<file path="config.mk">
export PLATFORM = sky130hd
export DESIGN_NAME = hpa_seq
export DESIGN_NICKNAME = d
export VERILOG_FILES = /design/src/rtl/hpa_pkg.sv /design/src/rtl/hpa_req_qual.sv /design/src/rtl/hpa_fsm.sv /design/src/rtl/hpa_drive.sv /design/src/rtl/hpa_seq.sv
export SDC_FILE = /design/constraint.sdc
export NUM_CORES = 1
export LEC_CHECK = 0
export BUFFER_PORTS_ARGS = -buffer_cell sky130_fd_sc_hd__buf_2
export CORE_MARGIN = 2
export CORE_UTILIZATION = 50
export CTS_BUF_LIST = sky130_fd_sc_hd__clkbuf_8
export CTS_CLUSTER_SIZE = 12
export DETAILED_ROUTE_END_ITERATION = 12
export GPL_TIMING_DRIVEN = 1
export HOLD_SLACK_MARGIN = 0.02
export PLACE_DENSITY = 0.82
export SETUP_SLACK_MARGIN = 0.02
export SLEW_MARGIN = 25
export SYNTH_ARGS = -nofsm -noshare
export SYNTH_HDL_FRONTEND = slang
export SYNTH_HIERARCHICAL = 1
export SYNTH_SLANG_ARGS = --single-unit
</file>
<file path="constraint.sdc">
create_clock -name clk -period 2.6 [get_ports clk]
set_input_delay 0.26 -clock clk [delete_from_list [all_inputs] [get_ports clk]]
set_output_delay 0.26 -clock clk [all_outputs]
set_load 0.05 [all_outputs]
</file>
<file path="src/rtl/hpa_pkg.sv">
package hpa_pkg;
  localparam int CODE_W = 8;
  localparam int B_RZ   = 7;
  localparam int B_WAIT = 3;
  localparam int B_CTL  = 2;
  localparam int B_LIN  = 1;
  localparam int B_SRV  = 0;

  // The state code doubles as the latch vector.
  typedef enum logic [CODE_W-1:0] {
    ST_WAIT  = 8'h08,
    ST_START = 8'h00,
    ST_MVIN  = 8'h80,
    ST_TURN  = 8'h84,
    ST_MVOUT = 8'h86,
    ST_RZLIN = 8'h06,
    ST_ONTRK = 8'h07,
    ST_ACCEL = 8'h05,
    ST_DECEL = 8'h01,
    ST_SKLIN = 8'h03
  } hpa_state_e;

  function automatic logic is_seek(input hpa_state_e s);
    return (s == ST_ACCEL) || (s == ST_DECEL) || (s == ST_SKLIN);
  endfunction

  function automatic logic is_rz_out(input hpa_state_e s);
    return (s == ST_TURN) || (s == ST_MVOUT);
  endfunction
endpackage

</file>
<file path="src/rtl/hpa_req_qual.sv">
module hpa_req_qual
  import hpa_pkg::*;
(
  input  hpa_state_e st,
  input  logic       err_q,
  input  logic       sel,
  input  logic       sys_rz_req,
  input  logic       man_rz_req,
  input  logic       offs_act,
  input  logic       rw_act,
  output logic       take_sys,
  output logic       take_man
);
  logic idle_on;
  assign idle_on  = (st == ST_ONTRK);
  assign take_sys = sys_rz_req & ((sel & idle_on) | err_q);
  assign take_man = man_rz_req & idle_on & ~offs_act & ~rw_act & ~take_sys;
endmodule

</file>
<file path="src/rtl/hpa_fsm.sv">
module hpa_fsm
  import hpa_pkg::*;
(
  input  logic       clk,
  input  logic       por,
  input  logic       start_strb,
  input  logic       sw_lvl,
  input  logic       seek_req,
  input  logic       seek_dir,
  input  logic       gb1,
  input  logic       gb2,
  input  logic       end_acc,
  input  logic       end_dec,
  input  logic       on_trk,
  input  logic       settle_done,
  input  logic       seek_err_in,
  input  logic       take_sys,
  input  logic       take_man,
  output hpa_state_e st,
  output logic       err_q,
  output logic       strz,
  output logic       dir_q,
  output logic       man_hold
);
  hpa_state_e nx;
  logic pend_q, man_q;
  logic pend_d, man_d, err_d, strz_d, dir_d;

  assign man_hold = (st == ST_WAIT) & pend_q & man_q & sw_lvl;

  always_comb begin
    nx     = st;
    pend_d = pend_q;
    man_d  = man_q;
    strz_d = 1'b0;
    dir_d  = dir_q;
    err_d  = err_q | (seek_err_in & is_seek(st));
    if (take_sys | take_man) begin
      nx     = ST_WAIT;
      pend_d = 1'b1;
      man_d  = take_man;
      err_d  = 1'b0;
    end else begin
      case (st)
        ST_WAIT: begin
          if (pend_q) begin
            if (!(man_q && sw_lvl)) begin
              nx     = ST_START;
              pend_d = 1'b0;
            end
          end else if (start_strb) begin
            nx = ST_START;
          end
        end
        ST_START: begin
          nx     = ST_MVIN;
          strz_d = 1'b1;
        end
        ST_MVIN:  if (gb2) nx = ST_TURN;
        ST_TURN:  if (gb1) nx = ST_MVOUT;
        ST_MVOUT: if (!gb1 && !gb2) nx = ST_RZLIN;
        ST_RZLIN: if (settle_done && on_trk) nx = ST_ONTRK;
        ST_SKLIN: if (settle_done && on_trk) nx = ST_ONTRK;
        ST_ONTRK: begin
          if (seek_req) begin
            nx    = ST_ACCEL;
            dir_d = seek_dir;
          end
        end
        ST_ACCEL: if (end_acc) nx = ST_DECEL;
        ST_DECEL: if (end_dec) nx = ST_SKLIN;
        default:  nx = ST_WAIT;
      endcase
    end
  end

  always_ff @(posedge clk) begin
    if (por) begin
      st     <= ST_WAIT;
      pend_q <= 1'b0;
      man_q  <= 1'b0;
      err_q  <= 1'b0;
      strz   <= 1'b0;
      dir_q  <= 1'b0;
    end else begin
      st     <= nx;
      pend_q <= pend_d;
      man_q  <= man_d;
      err_q  <= err_d;
      strz   <= strz_d;
      dir_q  <= dir_d;
    end
  end
endmodule

</file>
<file path="src/rtl/hpa_drive.sv">
module hpa_drive
  import hpa_pkg::*;
(
  input  logic       clk,
  input  logic       por,
  input  hpa_state_e st,
  input  logic       gb1,
  input  logic       dir_q,
  output logic       mv_out,
  output logic       spd_hi
);
  logic gbl1_q;

  always_ff @(posedge clk) begin
    if (por) gbl1_q <= 1'b0;
    else if (st != ST_MVIN) gbl1_q <= 1'b0;
    else if (gb1) gbl1_q <= 1'b1;
  end

  assign mv_out = is_rz_out(st) | (is_seek(st) & dir_q);
  assign spd_hi = ((st == ST_MVIN) & ~gbl1_q & ~gb1) | (st == ST_TURN);
endmodule

</file>
<file path="src/rtl/hpa_seq.sv">
module hpa_seq
  import hpa_pkg::*;
(
  input  logic              clk,
  input  logic              por,
  input  logic              start_strb,
  input  logic              sel,
  input  logic              sys_rz_req,
  input  logic              man_rz_req,
  input  logic              sw_lvl,
  input  logic              offs_act,
  input  logic              rw_act,
  input  logic              seek_req,
  input  logic              seek_dir,
  input  logic              gb1,
  input  logic              gb2,
  input  logic              end_acc,
  input  logic              end_dec,
  input  logic              on_trk,
  input  logic              settle_done,
  input  logic              seek_err_in,
  output logic              wait_l,
  output logic              ctl_l,
  output logic              lin_l,
  output logic              srv_l,
  output logic              rz_l,
  output logic [CODE_W-1:0] state_code,
  output logic              mv_out,
  output logic              strz,
  output logic              spd_hi,
  output logic              seek_err
);
  hpa_state_e st;
  logic err_q, dir_q, take_sys, take_man, take_any, man_hold;

  hpa_req_qual u_qual (
    .st(st), .err_q(err_q), .sel(sel), .sys_rz_req(sys_rz_req),
    .man_rz_req(man_rz_req), .offs_act(offs_act), .rw_act(rw_act),
    .take_sys(take_sys), .take_man(take_man)
  );

  hpa_fsm u_fsm (
    .clk(clk), .por(por), .start_strb(start_strb), .sw_lvl(sw_lvl),
    .seek_req(seek_req), .seek_dir(seek_dir), .gb1(gb1), .gb2(gb2),
    .end_acc(end_acc), .end_dec(end_dec), .on_trk(on_trk),
    .settle_done(settle_done), .seek_err_in(seek_err_in),
    .take_sys(take_sys), .take_man(take_man), .st(st), .err_q(err_q),
    .strz(strz), .dir_q(dir_q), .man_hold(man_hold)
  );

  hpa_drive u_drive (
    .clk(clk), .por(por), .st(st), .gb1(gb1), .dir_q(dir_q),
    .mv_out(mv_out), .spd_hi(spd_hi)
  );

  assign take_any   = take_sys | take_man;
  assign state_code = st;
  assign rz_l       = st[B_RZ];
  assign wait_l     = st[B_WAIT];
  assign ctl_l      = st[B_CTL];
  assign lin_l      = st[B_LIN];
  assign srv_l      = st[B_SRV];
  assign seek_err   = err_q;
endmodule

</file>
# ---- Word-level counts from Yosys, hierarchy flattened
# Index checks and enable logic that the tools add are counted.
dict set report classes {
  bitwise 21
  mux 16
  n_eq_ne 19
  reduce_logical 15
}
# op n
set ops {}
lappend ops {{$mux W8} 10}
lappend ops {{$pmux W8 S9} 1}
lappend ops {{$eq A8 B3 Y1 const B} 3}
lappend ops {{$eq A8 B8 Y1 const B} 3}
lappend ops {{$ne A2 B2 Y1 const B} 6}
lappend ops {{$and A1 B1 Y1} 10}
lappend ops {{$reduce_and A9 Y1} 1}
lappend ops {{$eq A8 B1 Y1 const B} 1}
lappend ops {{$eq A8 B2 Y1 const B} 1}
lappend ops {{$eq A8 B4 Y1 const B} 1}
lappend ops {{$logic_not A8 Y1} 1}
lappend ops {{$ne A8 B8 Y1 const B} 1}
lappend ops {{$not A1 Y1} 6}
lappend ops {{$reduce_or A2 Y1} 3}
lappend ops {{$mux W1} 5}
lappend ops {{$or A1 B1 Y1} 5}
lappend ops {{$logic_and A1 B1 Y1} 3}
lappend ops {{$logic_or A1 B1 Y1} 3}
lappend ops {{$ne A3 B2 Y1 const B} 1}
lappend ops {{$ne A3 B3 Y1 const B} 1}
lappend ops {{$reduce_and A3 Y1} 1}
lappend ops {{$logic_not A1 Y1} 2}
lappend ops {{$ne A2 B1 Y1 const B} 1}
lappend ops {{$reduce_bool A2 Y1} 1}
dict set report totals {
  ff_bits 14
  output_inout_bits 17
  word_cells 78
  in_bits 18
}

# ---- Longest topological paths before layout
dict set report logic_depth {
  ltp_word 9
  mapped_depth 7
  depth_no_buf 6
}

# ---- Hierarchy
# The synthesis kept the hierarchy.
# module cells_per_inst instances area_per_inst_um2
set modules_own_cells {}
lappend modules_own_cells {hpa_fsm 82 1 701.9}
lappend modules_own_cells {hpa_drive 11 1 90.1}
lappend modules_own_cells {hpa_req_qual 8 1 65.1}
lappend modules_own_cells {hpa_seq 5 1 37.5}

# ---- Least setup slack after synthesis
# No wires, ideal clock.
dict set report synth_timing {
  path_kind {reg2out}
  from {reg u_fsm.st[3]}
  to {out spd_hi}
  n_path_buf 0
  slack_ps 191
  t_required_ps 2340
  arrival_time_ps 2149
  path_stages_with_launch 4
  path_cell_list {dfxtp_1 or4_1 or4b_4 nor2_1}
}
dict set report synth_via {
  elab_chain_len 4
  elab_cells_between_ends 5
  classes_between {eq/ne (2); bitwise (3)}
}
# item line_no
set synth_lines {}
lappend synth_lines {{start: declaration} hpa_fsm.sv:19} ;# output hpa_state_e st,
lappend synth_lines {{start signal: assignment} hpa_fsm.sv:86} ;# st <= nx;
lappend synth_lines {{$eq A8 B8 Y1} hpa_drive.sv:21} ;# assign spd_hi = ((st == ST_MVIN) & ~gbl1_q & ~gb1) | (st == ST_TURN);
lappend synth_lines {{$and A1 B1 Y1 (2 in series)} hpa_drive.sv:21}
lappend synth_lines {{$or A1 B1 Y1 (*)} hpa_drive.sv:21}
lappend synth_lines {{end: declaration} hpa_seq.sv:30} ;# output logic spd_hi,
# Mark *: on every way between the ends. The rest lies on a longest branch, timed or not.

# ---- Worst setup path after layout
# Same ends and word-level chain as after synthesis.

==> metrics <==
total count of max-transition violations in the final report=0; initial antenna violation count=0; number of nets at the end of the flow=153; total area of multi-input combinational cells=558 um2; last element of the critical path=spd_hi; violation count after the first detailed-routing iteration=15; Total Die Area=2130 um2; Final Hold Fails=0; clock transition at the registers of the reported paths=0.05 ns; Die Span Y=46.2 um; power density over the cells=429 nW/um2; Synth-to-Final Area Change=18.0%; top library cells by usage in the layout, fill and taps aside=31 x sky130_fd_sc_hd__buf_2, 13 x sky130_fd_sc_hd__nor2_1, 12 x sky130_fd_sc_hd__nand2_1; Hold Crit Class=input port to flop; count of nets left with antenna violations after detail routing=0; total setup buffers inserted after CTS=0; r2r startpoint=u_fsm/st[7]; hold slack=0.277 ns; dpl cell area=1000 um2; CTS tree=done; die outline width=46.2 um; overall routed net length=2180 um; GR Util met2=0.364; number of buffers inserted for hold repair after clock tree synthesis=0; Final WS setup=0.396 ns; maximum frequency from static timing analysis=0.454 GHz; most common library cell in the layout ignoring fill and taps=sky130_fd_sc_hd__buf_2; nature of the critical path endpoint=output port; filler cell count in the final layout=149; cell chosen for the clock root=sky130_fd_sc_hd__clkbuf_8; status=complete, no violations; gate count of the mapped netlist=105; number of core rows=15; effective utilization at floorplan=0.526; Total Negative Setup Slacks=0 ns; Required @ worst endpoint=2.34 ns; register-to-register setup slack=0.60 ns; logic depth of the worst register-to-register path=6; critical register-to-register path endpoint=u_fsm/st[1]; number of maximum-capacitance violations=0; global-route met3 utilization=0.0118; Residual DRC=0; Yosys Warn Count=6; number of placed I/O pins=35; largest net degree at the start of global routing=19; global-route layer with the greatest usage=met2; global routing usage on met1=0.264; worst clock skew on the final layout=0.00242 ns; number of global-route vias before repair=770; count of input and output buffers=31; vias per std cell=5.83; detailed-routing iteration count for the pre-antenna-repair pass=4; RD Place Congestion=0.868; standard cell core area=1690 um2; Final min period=2.20 ns; largest driver fanout on the critical path=5; residual overflow from global routing=0; sequential cell area=220 um2; half-perimeter wire length after detailed placement=1610 um; final design instance area without fill=1050 um2; setup repair after global routing missed its margin=false; netlist area before placement=888 um2; element type at the critical path start=flop; Num Clock Sinks=11; Static Leak=0.455 nW; number of gates resized after cts=0; CTS H-tree depth=1; crit path DAT=1.94 ns; Final setup violation count=0; first-pass GRT wire length=3330 um; mean instance size in the synthesized netlist=8.46 um2; global-route usage over all layers=0.217; Tightest Pin Transition=0.612 ns; post-placement worst setup slack=0.650 ns; via count of the routed design=880; Ant. Diodes=0; startpoint of the worst setup timing path=u_fsm/st[3]; insertion delay of the later-clocked pin in the worst-skew pair=0.24 ns; maximum clock insertion buffer count=2; total CTS buffers=3; Worst Setup Path Type=flop to output port; DR WL/cell=14.4 um; maximum vdd ir drop=0.000201 V; ratio of cells with drive above 1 in the final layout=0.388; share of the cycle needed by the critical path after routing=0.848; Worst slew margin=0.589
## layout make-up
cell class / instances / share of cell area
Inverter: 3 / 0.0107
Tap cell: 17 / 0.0203
Sequential cell: 11 / 0.210
Clock buffer: 3 / 0.0394
Clock inverter: 1 / 0.00358
Multi-Input combinational cell: 80 / 0.532
Timing Repair Buffer: 36 / 0.184
## where the power goes
part / leakage [nW] / internal (mW) / switching (mW)
sequential: 0.0893 / 0.173 / 0.00251
combinational: 0.339 / 0.0326 / 0.0748
clock: 0.0269 / 0.104 / 0.0636
total: 0.455 / 0.309 / 0.141
## worst max-delay path: stages (launching register included)
cell and delay (ns):
sky130_fd_sc_hd__dfxtp_1 0.34, sky130_fd_sc_hd__or4_1 0.44, sky130_fd_sc_hd__or4b_4 0.54, sky130_fd_sc_hd__nor2_1 0.11, sky130_fd_sc_hd__buf_2 0.28
## registers in the layout (all words and copies together), names as in the netlist
signal / cells
u_fsm/strz: 1
u_fsm/pend_q: 1
u_fsm/dir_q: 1
u_fsm/st: 5
u_fsm/err_q: 1
u_fsm/man_q: 1
u_drive/gbl1_q: 1
## layer usage
| metal | vias up | routed length [um] | share of wire |
|---|---|---|---|
| met4 | 0 | 19 | 0.0087 |
| li1 | 434 | - | - |
| met2 | 33 | 1110 | 0.51 |
| met5 | - | 0 | 0 |
| met1 | 411 | 927 | 0.43 |
| met3 | 2 | 120 | 0.055 |
## metrics by stage
stage / util / instances / power (mW)
floorplan: - / 107 / 0.260
global placement: 0.594 / 147 / 0.282
detailed placement: 0.594 / 147 / 0.284
CTS: 0.621 / 151 / 0.452
global route: 0.621 / 151 / 0.468
finish: 0.621 / 151 / 0.450
## how the worst min path moves through the flow
stage,start,to,depth (start not counted)
global route,por,u_drive/gbl1_q,2
finish,por,u_drive/gbl1_q,2
CTS,por,u_fsm/pend_q,2
floorplan,por,u_drive/gbl1_q,1
global placement,seek_err_in,u_fsm/err_q,3
detailed placement,seek_err_in,u_fsm/err_q,3
Power figures use the tool's default switching activity.
